### src/rtl/spi_mode_port_pkg.sv
// Package: constants and types shared by the serial mode-register port.
// Assumes a fixed 16-bit frame: one command byte then one data byte.
package spi_mode_port_pkg;
    localparam int FRAME_BITS = 16;
    localparam int CMD_BITS   = 8;
    localparam int CNT_W      = $clog2(FRAME_BITS + 1);

    typedef enum logic [1:0] {
        FR_IDLE  = 2'd0,
        FR_SHIFT = 2'd1,
        FR_DONE  = 2'd2
    } frame_state_t;
endpackage

### src/rtl/spi_mode_port_sync.sv
// Module: multi-bit, multi-stage synchronizer for independent slow inputs.
// Assumes each bit is a level that is held for many clk periods; bits are
// not guaranteed to cross together, so the caller must tolerate skew.
module spi_mode_port_sync #(
    parameter int               WIDTH     = 3,
    parameter int               STAGES    = 2,
    parameter logic [WIDTH-1:0] RESET_VAL = '0
) (
    input  logic             clk,
    input  logic             rst_n,
    input  logic [WIDTH-1:0] async_in,
    output logic [WIDTH-1:0] sync_out
);
    logic [WIDTH-1:0] stage_q [STAGES];

    generate
        for (genvar s = 0; s < STAGES; s++) begin : g_stage
            if (s == 0) begin : g_first
                // First flop: captures the asynchronous levels.
                always_ff @(posedge clk) begin
                    if (!rst_n) stage_q[0] <= RESET_VAL;
                    else        stage_q[0] <= async_in;
                end
            end else begin : g_next
                // Later flops: resolve metastability one stage at a time.
                always_ff @(posedge clk) begin
                    if (!rst_n) stage_q[s] <= RESET_VAL;
                    else        stage_q[s] <= stage_q[s-1];
                end
            end
        end
    endgenerate

    assign sync_out = stage_q[STAGES-1];
endmodule

### src/rtl/spi_mode_port_frame.sv
// Module: frame engine. It finds serial clock edges in the clk domain,
// shifts in the command and data bytes, drives readback bits and raises a
// one-cycle write strobe after the 16th rising edge.
// Assumes synchronized inputs with equal latency on all three lines.
module spi_mode_port_frame
    import spi_mode_port_pkg::*;
#(
    parameter int IDX_W  = 7,
    parameter int DATA_W = 8
) (
    input  logic              clk,
    input  logic              rst_n,
    input  logic              csn_s,
    input  logic              sclk_s,
    input  logic              mosi_s,
    input  logic [DATA_W-1:0] rd_data,
    output logic [IDX_W-1:0]  idx_q,
    output logic              rd_frame,
    output logic              wr_fire,
    output logic [DATA_W-1:0] wr_data,
    output logic [CNT_W-1:0]  bit_cnt,
    output logic              miso_q
);
    localparam logic [CNT_W-1:0] LAST_CMD  = CNT_W'(CMD_BITS - 1);
    localparam logic [CNT_W-1:0] FIRST_OUT = CNT_W'(CMD_BITS);
    localparam logic [CNT_W-1:0] LAST_BIT  = CNT_W'(FRAME_BITS - 1);

    frame_state_t        state_q;
    logic                sclk_d, csn_d;
    logic                sclk_rise, sclk_fall, cs_fall;
    logic [DATA_W-2:0]   shift_q;
    logic [DATA_W-1:0]   tx_q;
    logic [DATA_W-1:0]   byte_now;

    assign sclk_rise = sclk_s & ~sclk_d;
    assign sclk_fall = ~sclk_s & sclk_d;
    assign cs_fall   = ~csn_s & csn_d;
    assign byte_now  = {shift_q, mosi_s};

    // Edge history: previous samples of the synchronized clock and select.
    always_ff @(posedge clk) begin
        if (!rst_n) begin
            sclk_d <= 1'b0;
            csn_d  <= 1'b1;
        end else begin
            sclk_d <= sclk_s;
            csn_d  <= csn_s;
        end
    end

    // Frame sequencing: bit count, command decode, readback and write strobe.
    always_ff @(posedge clk) begin
        if (!rst_n) begin
            state_q  <= FR_IDLE;
            bit_cnt  <= '0;
            shift_q  <= '0;
            tx_q     <= '0;
            idx_q    <= '0;
            rd_frame <= 1'b0;
            wr_fire  <= 1'b0;
            wr_data  <= '0;
            miso_q   <= 1'b0;
        end else begin
            wr_fire <= 1'b0;
            if (csn_s) begin
                state_q  <= FR_IDLE;
                bit_cnt  <= '0;
                rd_frame <= 1'b0;
                miso_q   <= 1'b0;
            end else begin
                unique case (state_q)
                    FR_IDLE: begin
                        if (cs_fall) begin
                            state_q  <= FR_SHIFT;
                            bit_cnt  <= '0;
                            rd_frame <= 1'b0;
                        end
                    end
                    FR_SHIFT: begin
                        if (sclk_rise) begin
                            shift_q <= byte_now[DATA_W-2:0];
                            bit_cnt <= bit_cnt + 1'b1;
                            if (bit_cnt == LAST_CMD) begin
                                rd_frame <= byte_now[DATA_W-1];
                                idx_q    <= byte_now[IDX_W-1:0];
                            end
                            if (bit_cnt == LAST_BIT) begin
                                state_q <= FR_DONE;
                                wr_fire <= ~rd_frame;
                                wr_data <= byte_now;
                            end
                        end else if (sclk_fall && rd_frame) begin
                            if (bit_cnt == FIRST_OUT) begin
                                miso_q <= rd_data[DATA_W-1];
                                tx_q   <= {rd_data[DATA_W-2:0], 1'b0};
                            end else begin
                                miso_q <= tx_q[DATA_W-1];
                                tx_q   <= {tx_q[DATA_W-2:0], 1'b0};
                            end
                        end
                    end
                    FR_DONE: begin
                        if (sclk_fall) miso_q <= 1'b0;
                    end
                    default: state_q <= FR_IDLE;
                endcase
            end
        end
    end
endmodule

### src/rtl/spi_mode_port_file.sv
// Module: register bank. It holds NUM_REGS bytes at indices BASE_IDX and up,
// writes one of them on a strobe, and reads by index with zero for misses.
// Assumes wr_en is a single-cycle pulse with index and data stable.
module spi_mode_port_file #(
    parameter int                           IDX_W        = 7,
    parameter int                           DATA_W       = 8,
    parameter int                           NUM_REGS     = 8,
    parameter int                           BASE_IDX     = 16,
    parameter logic [NUM_REGS*DATA_W-1:0]   RESET_VALUES = '0
) (
    input  logic                       clk,
    input  logic                       rst_n,
    input  logic                       wr_en,
    input  logic [IDX_W-1:0]           wr_idx,
    input  logic [DATA_W-1:0]          wr_byte,
    input  logic [IDX_W-1:0]           rd_idx,
    output logic [DATA_W-1:0]          rd_byte,
    output logic [NUM_REGS*DATA_W-1:0] regs_flat
);
    generate
        for (genvar k = 0; k < NUM_REGS; k++) begin : g_reg
            localparam logic [IDX_W-1:0] MY_IDX = IDX_W'(BASE_IDX + k);
            logic [DATA_W-1:0] val_q;
            // Storage for one register; loads only on a matching write.
            always_ff @(posedge clk) begin
                if (!rst_n)                         val_q <= RESET_VALUES[k*DATA_W +: DATA_W];
                else if (wr_en && wr_idx == MY_IDX) val_q <= wr_byte;
            end
            assign regs_flat[k*DATA_W +: DATA_W] = val_q;
        end
    endgenerate

    // Readback mux: OR of the single matching register, zero if none matches.
    always_comb begin
        rd_byte = '0;
        for (int k = 0; k < NUM_REGS; k++) begin
            if (rd_idx == IDX_W'(BASE_IDX + k)) rd_byte = regs_flat[k*DATA_W +: DATA_W];
        end
    end
endmodule

### src/rtl/spi_mode_port.sv
// Module: top of the serial mode-register port. It chains the input
// synchronizer, the frame engine and the register bank.
// Assumes clk is at least about 8x the serial clock, so that each serial
// level lasts several clk periods after synchronization.
module spi_mode_port
    import spi_mode_port_pkg::*;
#(
    parameter int                         NUM_REGS     = 8,
    parameter int                         BASE_IDX     = 16,
    parameter int                         SYNC_STAGES  = 2,
    parameter logic [NUM_REGS*8-1:0]      RESET_VALUES = '0
) (
    input  logic                  clk,
    input  logic                  rst_n,
    input  logic                  spi_csn,
    input  logic                  spi_sclk,
    input  logic                  spi_mosi,
    output logic                  spi_miso,
    output logic [NUM_REGS*8-1:0] regs_flat
);
    localparam int IDX_W  = FRAME_BITS - CMD_BITS - 1;
    localparam int DATA_W = FRAME_BITS - CMD_BITS;

    logic [2:0]        pins_s;
    logic [IDX_W-1:0]  idx_q;
    logic              rd_frame;
    logic              wr_fire;
    logic [DATA_W-1:0] wr_data;
    logic [DATA_W-1:0] rd_data;
    logic [CNT_W-1:0]  bit_cnt;

    spi_mode_port_sync #(
        .WIDTH     (3),
        .STAGES    (SYNC_STAGES),
        .RESET_VAL (3'b100)
    ) u_sync (
        .clk      (clk),
        .rst_n    (rst_n),
        .async_in ({spi_csn, spi_sclk, spi_mosi}),
        .sync_out (pins_s)
    );

    spi_mode_port_frame #(
        .IDX_W  (IDX_W),
        .DATA_W (DATA_W)
    ) u_frame (
        .clk      (clk),
        .rst_n    (rst_n),
        .csn_s    (pins_s[2]),
        .sclk_s   (pins_s[1]),
        .mosi_s   (pins_s[0]),
        .rd_data  (rd_data),
        .idx_q    (idx_q),
        .rd_frame (rd_frame),
        .wr_fire  (wr_fire),
        .wr_data  (wr_data),
        .bit_cnt  (bit_cnt),
        .miso_q   (spi_miso)
    );

    spi_mode_port_file #(
        .IDX_W        (IDX_W),
        .DATA_W       (DATA_W),
        .NUM_REGS     (NUM_REGS),
        .BASE_IDX     (BASE_IDX),
        .RESET_VALUES (RESET_VALUES)
    ) u_file (
        .clk       (clk),
        .rst_n     (rst_n),
        .wr_en     (wr_fire),
        .wr_idx    (idx_q),
        .wr_byte   (wr_data),
        .rd_idx    (idx_q),
        .rd_byte   (rd_data),
        .regs_flat (regs_flat)
    );
endmodule

### config.mk
export PLATFORM = sky130hd
export DESIGN_NAME = spi_mode_port
export DESIGN_NICKNAME = d
export VERILOG_FILES = /design/src/rtl/spi_mode_port_pkg.sv /design/src/rtl/spi_mode_port_sync.sv /design/src/rtl/spi_mode_port_frame.sv /design/src/rtl/spi_mode_port_file.sv /design/src/rtl/spi_mode_port.sv
export SDC_FILE = /design/constraint.sdc
export NUM_CORES = 1
export LEC_CHECK = 0
export BUFFER_PORTS_ARGS = -buffer_cell sky130_fd_sc_hd__buf_2
export CELL_PAD_IN_SITES_DETAIL_PLACEMENT = 0
export CELL_PAD_IN_SITES_GLOBAL_PLACEMENT = 2
export CORE_ASPECT_RATIO = 1.2
export CORE_MARGIN = 2
export CORE_UTILIZATION = 35
export CTS_CLUSTER_DIAMETER = 100
export DETAILED_ROUTE_END_ITERATION = 10
export PLACE_DENSITY = 0.86
export SYNTH_ARGS = -nofsm -noshare
export SYNTH_HDL_FRONTEND = slang
export SYNTH_SLANG_ARGS = --single-unit
### constraint.sdc
create_clock -name clk -period 2.6 [get_ports clk]
set_input_delay 0.78 -clock clk [delete_from_list [all_inputs] [get_ports clk]]
set_output_delay 0.78 -clock clk [all_outputs]
set_load 0.05 [all_outputs]
; Word-level counts from Yosys, hierarchy flattened
; Memory sizes are Yosys's and may differ from the RTL's.
; Cells that the tools add are included.
[totals]
ff_bits = 106
ram_bits = 6
output_inout_bits = 65
word_cells = 106
mem_count = 1
[mem_list]
columns = memory, words, width, read_ports, rd_clocked_by_memory_dff, wr, line_no
row1 = u_sync.stage_q, 2, 3, 2, 0, 2, spi_mode_port_sync.sv:14  ; logic [WIDTH-1:0] stage_q [STAGES];
[classes]
addsub = 1
n_eq_ne = 20
muxes = 29
bitwise = 14
reduce_logical = 22
[op_table]
columns = cell, n
row1 = two-way mux 8 bit, 9
row2 = "equality test 7 x 5 -> 1 bit, second input constant", 8
row3 = AND reduction 4 bit, 6
row4 = "inequality test 2 x 1 -> 1 bit, second input constant", 6
row5 = "equality test 5 x 4 -> 1 bit, second input constant", 2
row6 = two-way mux 5 bit, 2
row7 = case mux 5 bit (2 select lines), 1
row8 = logical AND 1 bit, 9
row9 = two-way mux 1 bit, 9
row10 = NOT 1 bit, 9
row11 = two-way mux 2 bit, 3
row12 = two-way mux 3 bit, 2
row13 = case mux 2 bit (3 select lines), 1
row14 = AND reduction 3 bit, 2
row15 = "adder 5 x 1 -> 5 bit, second input constant", 1
row16 = "equality test 5 x 3 -> 1 bit, second input constant", 1
row17 = OR reduction 5 bit, 1
row18 = case mux 1 bit (2 select lines), 2
row19 = nonzero test 2 bit, 2
row20 = bitwise AND 1 bit, 3
row21 = "equality test 2 x 1 -> 1 bit, second input constant", 1
row22 = "equality test 2 bit, second input constant", 1
row23 = zero test 2 bit, 1
row24 = "inequality test 2 bit, second input constant", 1
row25 = 2 further kinds, 3

; Logic depth before layout (Yosys ltp)
; Gate-level depths: netlist of the first run.
[depth]
ltp_word = 13
mapped_depth = 8

; Cells and area by module
; From an unflattened synthesis of the first run, not the netlist that was laid out.
[hier_totals]
cells_unflattened = 510
hier_area_um2 = 4750.8
[by_module_without_submodules]
columns = module, instances, cells_each, area_per_inst_um2, seq_area_each_um2
row1 = spi_mode_port_file, 1, 292, 2706.3, 1281.2
row2 = spi_mode_port_frame, 1, 206, 1886.8, 820.8
row3 = spi_mode_port_sync, 1, 12, 157.7, 120.1

; Worst setup path after synthesis of the first run
; OpenSTA, ideal clock, no wires.
[synth_path]
path_kind = register to register
start = register u_frame.idx_q[6]
end = register u_file.g_reg[3].val_q[0]
setup_time_ps = 117
arrival_ps = 1824
required_ps = 2483
slack_ps = 659
stages_incl_launch_ff = 6
n_path_buf = 1
path_cell_list = dfxtp_1 -> or4b_1 -> buf_2 -> nor4_4 -> mux2i_1 -> nor2b_1
[synth_via]
elab_chain_len = 2
[synth_rtl]
columns = item, line_no
row1 = from (decl), spi_mode_port_frame.sv:17  ; output logic [IDX_W-1:0] idx_q,
row2 = from (signal assigned), spi_mode_port_frame.sv:85  ; idx_q <= byte_now[IDX_W-1:0];
row3 = equality test 7 x 5 -> 1 bit, spi_mode_port_file.sv:27  ; else if (wr_en && wr_idx == MY_IDX) val_q <= wr_byte;
row4 = logical AND 1 bit, spi_mode_port_file.sv:27
row5 = to (signal assigned), spi_mode_port_file.sv:26  ; if (!rst_n) val_q <= RESET_VALUES[k*DATA_W +: DATA_W];
row6 = to (signal assigned), spi_mode_port_file.sv:27
row7 = to (decl), spi_mode_port_file.sv:23  ; logic [DATA_W-1:0] val_q;
; No other way between the ends.
; A chain may end at the register's enable or synchronous reset.

; Worst setup path in the final report of the first run
[layout_path]
start = register u_frame.idx_q[4]
end = register u_file.g_reg[0].val_q[7]
[layout_via]
elab_chain_len = 2
[layout_rtl]
columns = item, line_no
row1 = equality test 7 x 5 -> 1 bit, spi_mode_port_file.sv:27
row2 = logical AND 1 bit, spi_mode_port_file.sv:27
row3 = to (signal assigned), spi_mode_port_file.sv:26
row4 = to (signal assigned), spi_mode_port_file.sv:27
row5 = to (decl), spi_mode_port_file.sv:23
; No other way between the ends.

==> reports/metrics.yaml, run 1 <==
status: "completed"
yosysTopAreaCell: "dfxtp_1"
crit_type: "reg -> reg"
syn_inst: 554
fp-row-count: 48
synth_edf_count: 0
powerDensity_nw_per_um2: 538
worst_hold_path.num_cells: 1
core_um2: 14300
grt_pass1_wl_um: 23600
hold_path_class: "reg -> reg"
numClockSinks: 111
clk_latency_ns: 0.35
syn2layout_area_growth_pct: 17.2
hpwlAfterDp_um: 10900
hold_end: "u_sync.stage_q[1][2]"
grt_overflow: 0
skew_ns: 0.00597
drc: 0
dr.first_iter.drc_count: 214
hold_viol: 0
ios: 70
r2r_slack_ns: 0.39
synth.top_cells.by_count: "dfxtp_1 (111), mux2i_1 (68), nor2b_1 (66), nand2_1 (59), clkbuf_1 (33)"
cts-hold-fix-buffers: 0
avgSynthCellArea_um2: 9.18
regToRegStartpoint: "u_frame.idx_q[4]"
gp_congestion: 0.864
clk_pin_slew_worst_paths_ns: 0.07
dpl.cell_count: 779
dieWidth_um: 114
synth_fp_nets: 562
vias_per_cell: 5.37
io_buffers: 69
start_util: 0.356
grt_antenna_before_repair: 0
endpoint_kind: "flop"
crit_fanout: 8
setup.worst_path.start_class: "flop"
async_flop_share: 0
max_freq_mhz: 452
synthTopCellsByArea: "dfxtp_1 (44%), mux2i_1 (13%), nor2b_1 (8.1%)"
grt_pass1_vias: 4253
ys_warn_count: 0
clockPowerShare: 0.450
grt_usage: 0.200
nets: 623
grt_max_degree: 52
reg2reg_to: "u_file.g_reg[0].val_q[7]"
rr_worst_depth: 5
dieArea_um2: 15500
cts_root_buf: "clkbuf_16"
p_comb_frac: 0.017
finalSetupViolCount: 0
cap_violations: 0
seq_power_share: 0.533
yosysSeqAreaShare: 0.437
cts.repair.resized: 0
routed_wirelength_um: 15100
synth_ff_type: "dfxtp_1"
syn_area_um2: 5080
cts_tree: "built"
final_cells: 795
synth-seq-cells: 111
maxSlewViolCount: 0
fp.dieH_um: 136
dr_total_vias: 4269
crit_arrival_ns: 2.46
cts-buffers-inserted: 9
p_sw_w: 0.000646
dr.pass1.iters: 7
cts_setup_buffers: 0
multi_input_comb_area_um2: 2670
finalCritPeriodShare: 0.850
worstPathRequired_ns: 2.85
drive_gt1_frac: 0.192
synth_top_area_share: 0.437
p_int_w: 0.00256
vdd_drop_max_mv: 0.257
min_from: "u_sync.stage_q[0][2]"
setup_tns_ns: 0
worst_pin_slew_ns: 0.651
nFillCells: 1442
clockBufferDepth: 2
period_needed_ns: 2.21
cellLeakagePower_nw: 2.29
regArea_um2: 2220
rsz0062_at_grt: "no"
swShare: 0.202
maxSlewHeadroom: 0.565
ctsHtreeMaxLevel: 3
postRouteAntennaNets: 0
yosys.cell_count.top_type: "dfxtp_1"
wl_per_cell_um: 19.0
antennaDiodeCount: 0
whs_ns: 0.428
ys_types: 58
## final cells by class
type,count,area share
repair buffers,90,0.0844
well taps,175,0.0367
multi-input cells,395,0.449
clock buffers,14,0.0460
flip-flops and latches,111,0.373
inverters,8,0.00504
clock inverters,2,0.00630
## critical path, stage by stage (launching register included)
cell     delay (ns)
dfxtp_1        0.39
or3b_2         0.51
nor3_2         0.33
nand3_1        0.49
mux2i_1        0.30
nor2b_1        0.07
## power groups by stage
stage | sequential [W] | combinational (W) | clock [W]
after floorplan | 0.00175 | 0.0000398 | 0
after global placement | 0.00175 | 0.0000521 | 0
after detailed placement | 0.00175 | 0.0000529 | 0
after CTS | 0.00171 | 0.0000532 | 0.00148
after global routing | 0.00171 | 0.0000579 | 0.00154
final | 0.00171 | 0.0000530 | 0.00144
## how the worst max path moves through the flow
| stage | end | start | slack (ns) | cells after the start |
|---|---|---|---|---|
| floorplan | u_file.g_reg[3].val_q[0] | u_frame.idx_q[6] | 0.66 | 5 |
| global placement | u_file.g_reg[4].val_q[3] | u_frame.idx_q[4] | 0.50 | 6 |
| detailed placement | u_file.g_reg[0].val_q[7] | u_frame.idx_q[3] | 0.44 | 5 |
| CTS | u_file.g_reg[0].val_q[7] | u_frame.idx_q[4] | 0.42 | 5 |
| global route | u_file.g_reg[0].val_q[7] | u_frame.idx_q[4] | 0.28 | 5 |
| finish | u_file.g_reg[0].val_q[7] | u_frame.idx_q[4] | 0.39 | 5 |
## flip-flops by register name, summed over array words and instances, names as in the netlist
name              cells
u_frame.csn_d         1
u_frame.shift_q       7
u_frame.tx_q          7
u_frame.idx_q         7
u_frame.miso_q        1
u_frame.wr_fire       1
u_file.g.val_q       64
u_frame.bit_cnt       5
u_frame.state_q       2
u_sync.stage_q        6
u_frame.wr_data       8
u_frame.sclk_d        1
u_frame.rd_frame      1
## through the flow
step	power (W)	util	cell area [µm²]	setup slack, ns
2_1_floorplan	0.00179	-	5080	0.659
3_3_place_gp	0.00180	0.395	5650	0.504
3_5_place_dp	0.00180	0.395	5650	0.444
4_1_cts	0.00324	0.417	5960	0.423
5_1_grt	0.00331	0.417	5960	0.276
6_report	0.00321	0.417	5960	0.389
## per-layer routing
| metal | part of all wire | global-route usage | wire length [µm] |
|---|---|---|---|
| met1 | 0.45 | 0.256 | 6820 |
| met2 | 0.48 | 0.324 | 7190 |
| met3 | 0.043 | 0.0374 | 648 |
| met4 | 0.029 | 0.0982 | 435 |
| met5 | 0 | 0 | 0 |
## cells in the final DEF, fill, tap and decap left out, drive strengths merged, types with 2 or more instances in the layout
| master | instances |
|---|---|
| a221oi | 5 |
| nor3b | 6 |
| nor2 | 26 |
| o32ai | 4 |
| a211oi | 3 |
| or3b | 2 |
| mux2 | 7 |
| nor4bb | 2 |
| o21a | 2 |
| ha | 3 |
| dfxtp | 111 |
| nand2 | 59 |
| mux2i | 68 |
| a32o | 2 |
| and2 | 7 |
| xor2 | 2 |
| nand3b | 4 |
| or3 | 3 |
| inv | 8 |
| and3 | 3 |
| nand3 | 14 |
| nor3 | 12 |
| o21ai | 18 |
| o22ai | 4 |
| nor4 | 4 |
| buf | 90 |
| nor2b | 66 |
| a22oi | 4 |
| nand4 | 3 |
| clkbuf | 14 |
| nand2b | 6 |
| a21oi | 12 |
| a2111oi | 2 |
| a21boi | 24 |
## cell families (layout without fill, tap and decap cells)
family | after synthesis | count (layout) | share of synthesized area
flops | 111 | 111 | 0.437
compound gates | 91 | 91 | 0.124
simple gates | 224 | 224 | 0.241
fa+ha+maj | 3 | 3 | 0.00738
buf+inv | 48 | 114 | 0.0372
xor+xnor | 2 | 2 | 0.00345
mux | 75 | 75 | 0.149
(Power assumes the default switching activity.)
==> run 2, diff against run 1 <==
==> constraint.sdc (replaced) <==
create_clock -name clk -period 2.4 [get_ports clk]
set_input_delay 0.72 -clock clk [delete_from_list [all_inputs] [get_ports clk]]
set_output_delay 0.72 -clock clk [all_outputs]
set_load 0.05 [all_outputs]
==> run 2 against run 1 <==
First-iteration DRC count is 4.2% higher. Non-clock buffer count is 3 higher. Global-route usage is 0.43 points lower. Register-to-register slack worse by 0.08 ns. Clock skew is 0.0014 ns higher. Critical path type unchanged. Worst setup slack worse by 0.082 ns. Critical endpoint is now u_frame.tx_q[6]. Final area is 1.3% higher.
==> reports/metrics.yaml, run 2 (synthesis gave the netlist of run 1 again) <==
cts_setup_buffers: 0
clockBufferDepth: 2
vdd_drop_max_mv: 0.342
crit_slowest_cell: "or4b_1"
regToRegStartpoint: "u_frame.idx_q[6]"
grt_max_degree: 67
max_freq_mhz: 478
routed_wirelength_um: 14900
maxSlewViolCount: 0
cp_slowest_stage_delay_ns: 0.74
drc: 0
path_cells: "or4b_1, or4_1, o21ai_0, o21ai_1, o311a_1"
worstPathRequired_ns: 2.64
antennaDiodeCount: 0
dpl.cell_count: 782
dieWidth_um: 114
worst_hold_path.num_cells: 1
dr.first_iter.drc_count: 223
hold_path_class: "reg -> reg"
numClockSinks: 111
ios: 70
hold_end: "u_sync.stage_q[1][2]"
power_w: 0.00371
rsz0062_at_grt: "no"
hpwlAfterDp_um: 10700
reg2reg_to: "u_frame.tx_q[6]"
whs_ns: 0.430
finalCritPeriodShare: 0.872
grt_usage: 0.196
crit_arrival_ns: 2.34
powerDensity_nw_per_um2: 614
cellLeakagePower_nw: 2.33
min_from: "u_sync.stage_q[0][2]"
setup_tns_ns: 0
nFillCells: 1394
crit_fanout: 8
layout_commonest_cell: "dfxtp_1"
crit_family: "simple AND/OR/NAND/NOR gates"
cap_violations: 0
dieArea_um2: 15500
cts-hold-fix-buffers: 0
seq_power_share: 0.499
worst_pin_slew_ns: 0.608
io_buffers: 69
critPathBufInv: 0
cts_root_buf: "clkbuf_16"
dr.pass1.iters: 4
largestRegisters: "u_file.g.val_q x64, u_frame.wr_data x8"
fp-row-count: 48
wl_per_cell_um: 18.7
cts-buffers-inserted: 9
endpoint_kind: "flop"
swShare: 0.195
skew_ns: 0.00734
clk_pin_slew_worst_paths_ns: 0.07
setup.worst_path.start_class: "flop"
p_sw_w: 0.000723
postRouteAntennaNets: 0
mostFrequentLayoutCells: "dfxtp_1 (111), buf_2 (69), mux2i_1 (68)"
largest_reg_flops: 64
grt_antenna_before_repair: 0
period_needed_ns: 2.09
regMostFlops: "u_file.g.val_q"
clockPowerShare: 0.486
maxSlewHeadroom: 0.594
start_util: 0.356
ctsHtreeMaxLevel: 3
fp.dieH_um: 136
final_cells: 798
grt_pass1_wl_um: 23400
p_int_w: 0.00299
grt_overflow: 0
core_um2: 14300
r2r_slack_ns: 0.31
vias_per_cell: 5.29
cts_tree: "built"
p_comb_frac: 0.015
syn2layout_area_growth_pct: 18.7
gp_congestion: 0.864
hold_viol: 0
crit_type: "reg -> reg"
dr_total_vias: 4218
rr_worst_depth: 5
nets: 626
clk_latency_ns: 0.36
grt_pass1_vias: 4154
cts.repair.resized: 0
status: "completed"
finalSetupViolCount: 0
drive_gt1_frac: 0.199
[run 2: layout make-up]
| type | count | area [µm²] | area share |
|---|---|---|---|
| clock inverters | 4 | 98.8 | 0.0164 |
| well taps | 175 | 219 | 0.0363 |
| multi-input cells | 395 | 2670 | 0.443 |
| flip-flops and latches | 111 | 2220 | 0.368 |
| clock buffers | 12 | 267 | 0.0442 |
| inverters | 8 | 30.0 | 0.00498 |
| repair buffers | 93 | 526 | 0.0871 |
[run 2: power by group through the flow]
stage | logic, W | clock network (W) | registers [W]
finish | 0.0000558 | 0.00180 | 0.00185
CTS | 0.0000570 | 0.00184 | 0.00185
floorplan | 0.0000432 | 0 | 0.00189
detailed placement | 0.0000565 | 0 | 0.00189
global route | 0.0000609 | 0.00191 | 0.00185
global placement | 0.0000561 | 0 | 0.00189
[run 2: how the worst max path moves through the flow]
stage	cells after the start	slack [ns]	end	start
after global placement	5	0.35	u_frame.tx_q[6]	u_frame.idx_q[6]
after global routing	4	0.19	u_frame.miso_q	u_frame.idx_q[6]
final	5	0.31	u_frame.tx_q[6]	u_frame.idx_q[6]
after floorplan	5	0.46	u_file.g_reg[3].val_q[0]	u_frame.idx_q[6]
after CTS	4	0.31	u_frame.miso_q	u_frame.idx_q[6]
after detailed placement	4	0.33	u_frame.miso_q	u_frame.idx_q[6]
[run 2: per-layer routing]
| metal | part of all wire | global-route usage |
|---|---|---|
| met5 | 0 | 0 |
| met4 | 0.019 | 0.0583 |
| met3 | 0.038 | 0.0383 |
| met2 | 0.49 | 0.330 |
| met1 | 0.45 | 0.254 |
[run 2: stage by stage]
step / setup WS, ns / instance area [µm²] / utilization
6_report: 0.307 / 6040 / 0.422
3_5_place_dp: 0.326 / 5670 / 0.397
3_3_place_gp: 0.348 / 5670 / 0.397
2_1_floorplan: 0.459 / 5080 / -
4_1_cts: 0.314 / 6040 / 0.422
5_1_grt: 0.186 / 6040 / 0.422
==> run 3, diff against run 2 <==
--- a/config.mk
+++ b/config.mk
@@ -14,6 +14,7 @@
 export CTS_CLUSTER_DIAMETER = 100
 export DETAILED_ROUTE_END_ITERATION = 10
 export PLACE_DENSITY = 0.86
+export REMOVE_ABC_BUFFERS = 1
 export SYNTH_ARGS = -nofsm -noshare
 export SYNTH_HDL_FRONTEND = slang
 export SYNTH_SLANG_ARGS = --single-unit
==> run 3 against run 2 <==
Via count fell by 0.43%. Final area decreased by 0.93%. Fmax rose by 1.4%. Global-route usage fell by 0.82 points. Sequential power is essentially flat. Clock power decreased by 18%. Register-to-register slack improved by 0.03 ns. Combinational power is 3.8% higher. Worst setup slack gained 0.029 ns. Total power is 8.5% lower. Critical path type unchanged. Largest power group unchanged.
==> reports/metrics.yaml, run 3 (synthesis gave the netlist of run 1 again) <==
status: "completed"
crit_type: "reg -> reg"
drive_gt1_frac: 0.197
largest_reg_flops: 64
numClockSinks: 111
routed_wirelength_um: 14500
worst_pin_slew_ns: 0.562
maxSlewViolCount: 0
wl_per_cell_um: 18.2
cap_violations: 0
dr_total_vias: 4200
dieArea_um2: 15500
ios: 70
hold_path_class: "reg -> reg"
cellLeakagePower_nw: 2.30
grt_pass1_wl_um: 22500
nFillCells: 1436
syn2layout_area_growth_pct: 17.6
regToRegStartpoint: "u_frame.idx_q[6]"
grt_pass1_vias: 4064
crit_family: "simple AND/OR/NAND/NOR gates"
powerDensity_nw_per_um2: 567
reg2reg_to: "u_frame.miso_q"
finalCritPeriodShare: 0.860
crit_arrival_ns: 2.28
finalSetupViolCount: 0
skew_ns: 0.00589
largestRegisters: "u_file.g.val_q x64, u_frame.wr_data x8"
hold_viol: 0
clk_latency_ns: 0.35
cts_setup_buffers: 0
nets: 626
setup_tns_ns: 0
cts_tree: "built"
fp.dieH_um: 136
cts-buffers-inserted: 9
hold_end: "u_sync.stage_q[1][2]"
start_util: 0.356
cts.repair.resized: 0
r2r_slack_ns: 0.34
vias_per_cell: 5.26
worst_hold_path.num_cells: 1
crit_slowest_cell: "or4b_1"
path_cells: "or4b_1, or2_2, o311ai_0, o32ai_1"
fp-row-count: 48
rr_worst_depth: 4
postRouteAntennaNets: 0
cts-hold-fix-buffers: 0
maxSlewHeadroom: 0.625
dpl.cell_count: 782
core_um2: 14300
mostFrequentLayoutCells: "dfxtp_1 (111), buf_2 (69), mux2i_1 (68)"
dr.pass1.iters: 7
critPathBufInv: 0
clk_pin_slew_worst_paths_ns: 0.07
clockBufferDepth: 2
ctsHtreeMaxLevel: 3
hpwlAfterDp_um: 10400
gp_congestion: 0.847
dieWidth_um: 114
cp_slowest_stage_delay_ns: 0.72
worstPathRequired_ns: 2.61
endpoint_kind: "flop"
vdd_drop_max_mv: 0.285
grt_antenna_before_repair: 0
max_freq_mhz: 485
min_from: "u_sync.stage_q[0][2]"
grt_overflow: 0
antennaDiodeCount: 0
drc: 0
dr.first_iter.drc_count: 301
io_buffers: 69
final_cells: 798
cts_root_buf: "clkbuf_16"
grt_usage: 0.188
rsz0062_at_grt: "no"
setup.worst_path.start_class: "flop"
grt_max_degree: 87
period_needed_ns: 2.06
layout_commonest_cell: "dfxtp_1"
regMostFlops: "u_file.g.val_q"
crit_fanout: 8
==> run 3: cell types whose count changed in the layout (fill, tap and decap cells not counted), sizes merged <==
| cell | previous run | this run |
|---|---|---|
| clkbuf | 12 | 14 |
| bufinv | 3 | 0 |
| clkinvlp | 0 | 1 |
| clkinv | 0 | 1 |
| inv | 9 | 8 |
==> run 3: worst reg2reg max path: stages, from the launching register on <==
cell and delay [ns]:
dfxtp_1 0.38, or4b_1 0.72, or2_2 0.38, o311ai_0 0.32, o32ai_1 0.14
==> run 3: report_power, final <==
group	total, W	switching [W]	internal, W
registers	0.00185	0.00000463	0.00185
clock network	0.00148	0.000666	0.000818
logic	0.0000579	0.0000281	0.0000298
==> run 3: how the worst max path moves through the flow <==
stage | startpoint | end | slack [ns] | cells past startpoint
2_1_floorplan | u_sync.stage_q[1][1] | u_frame.idx_q[0] | 0.06 | 5
3_3_place_gp | u_frame.idx_q[6] | u_frame.tx_q[6] | 0.36 | 5
3_5_place_dp | u_frame.idx_q[6] | u_frame.miso_q | 0.37 | 4
4_1_cts | u_frame.idx_q[6] | u_frame.miso_q | 0.33 | 4
5_1_grt | u_frame.idx_q[6] | u_file.g_reg[5].val_q[4] | 0.24 | 6
6_report | u_frame.idx_q[6] | u_frame.miso_q | 0.34 | 4
==> run 3: stage by stage <==
stage | area (µm²) | total power [W] | hold slack [ns] | setup WS (ns) | utilization
3_3_place_gp | 5680 | 0.00195 | 0.399 | 0.361 | 0.398
5_1_grt | 5980 | 0.00349 | 0.441 | 0.235 | 0.418
6_report | 5980 | 0.00339 | 0.410 | 0.336 | 0.418
3_5_place_dp | 5680 | 0.00195 | 0.398 | 0.368 | 0.398
2_1_floorplan | 4930 | 0.00192 | 0.386 | 0.0615 | -
4_1_cts | 5980 | 0.00343 | 0.415 | 0.331 | 0.418
==> run 3: routing by layer <==
layer | GRT usage | part of all wire | vias up
li1 | - | - | 2061
met1 | 0.252 | 0.47 | 2016
met2 | 0.309 | 0.48 | 101
met3 | 0.0183 | 0.031 | 22
met4 | 0.0793 | 0.023 | 0
met5 | 0 | 0 | -
==> run 3: cell type report <==
type	instances	area, µm²	area share
flip-flops and latches	111	2220	0.372
repair buffers	93	538	0.0900
clock inverters	2	12.5	0.00209
multi-input cells	395	2670	0.447
inverters	8	30.0	0.00502
clock buffers	14	284	0.0475
well taps	175	219	0.0366
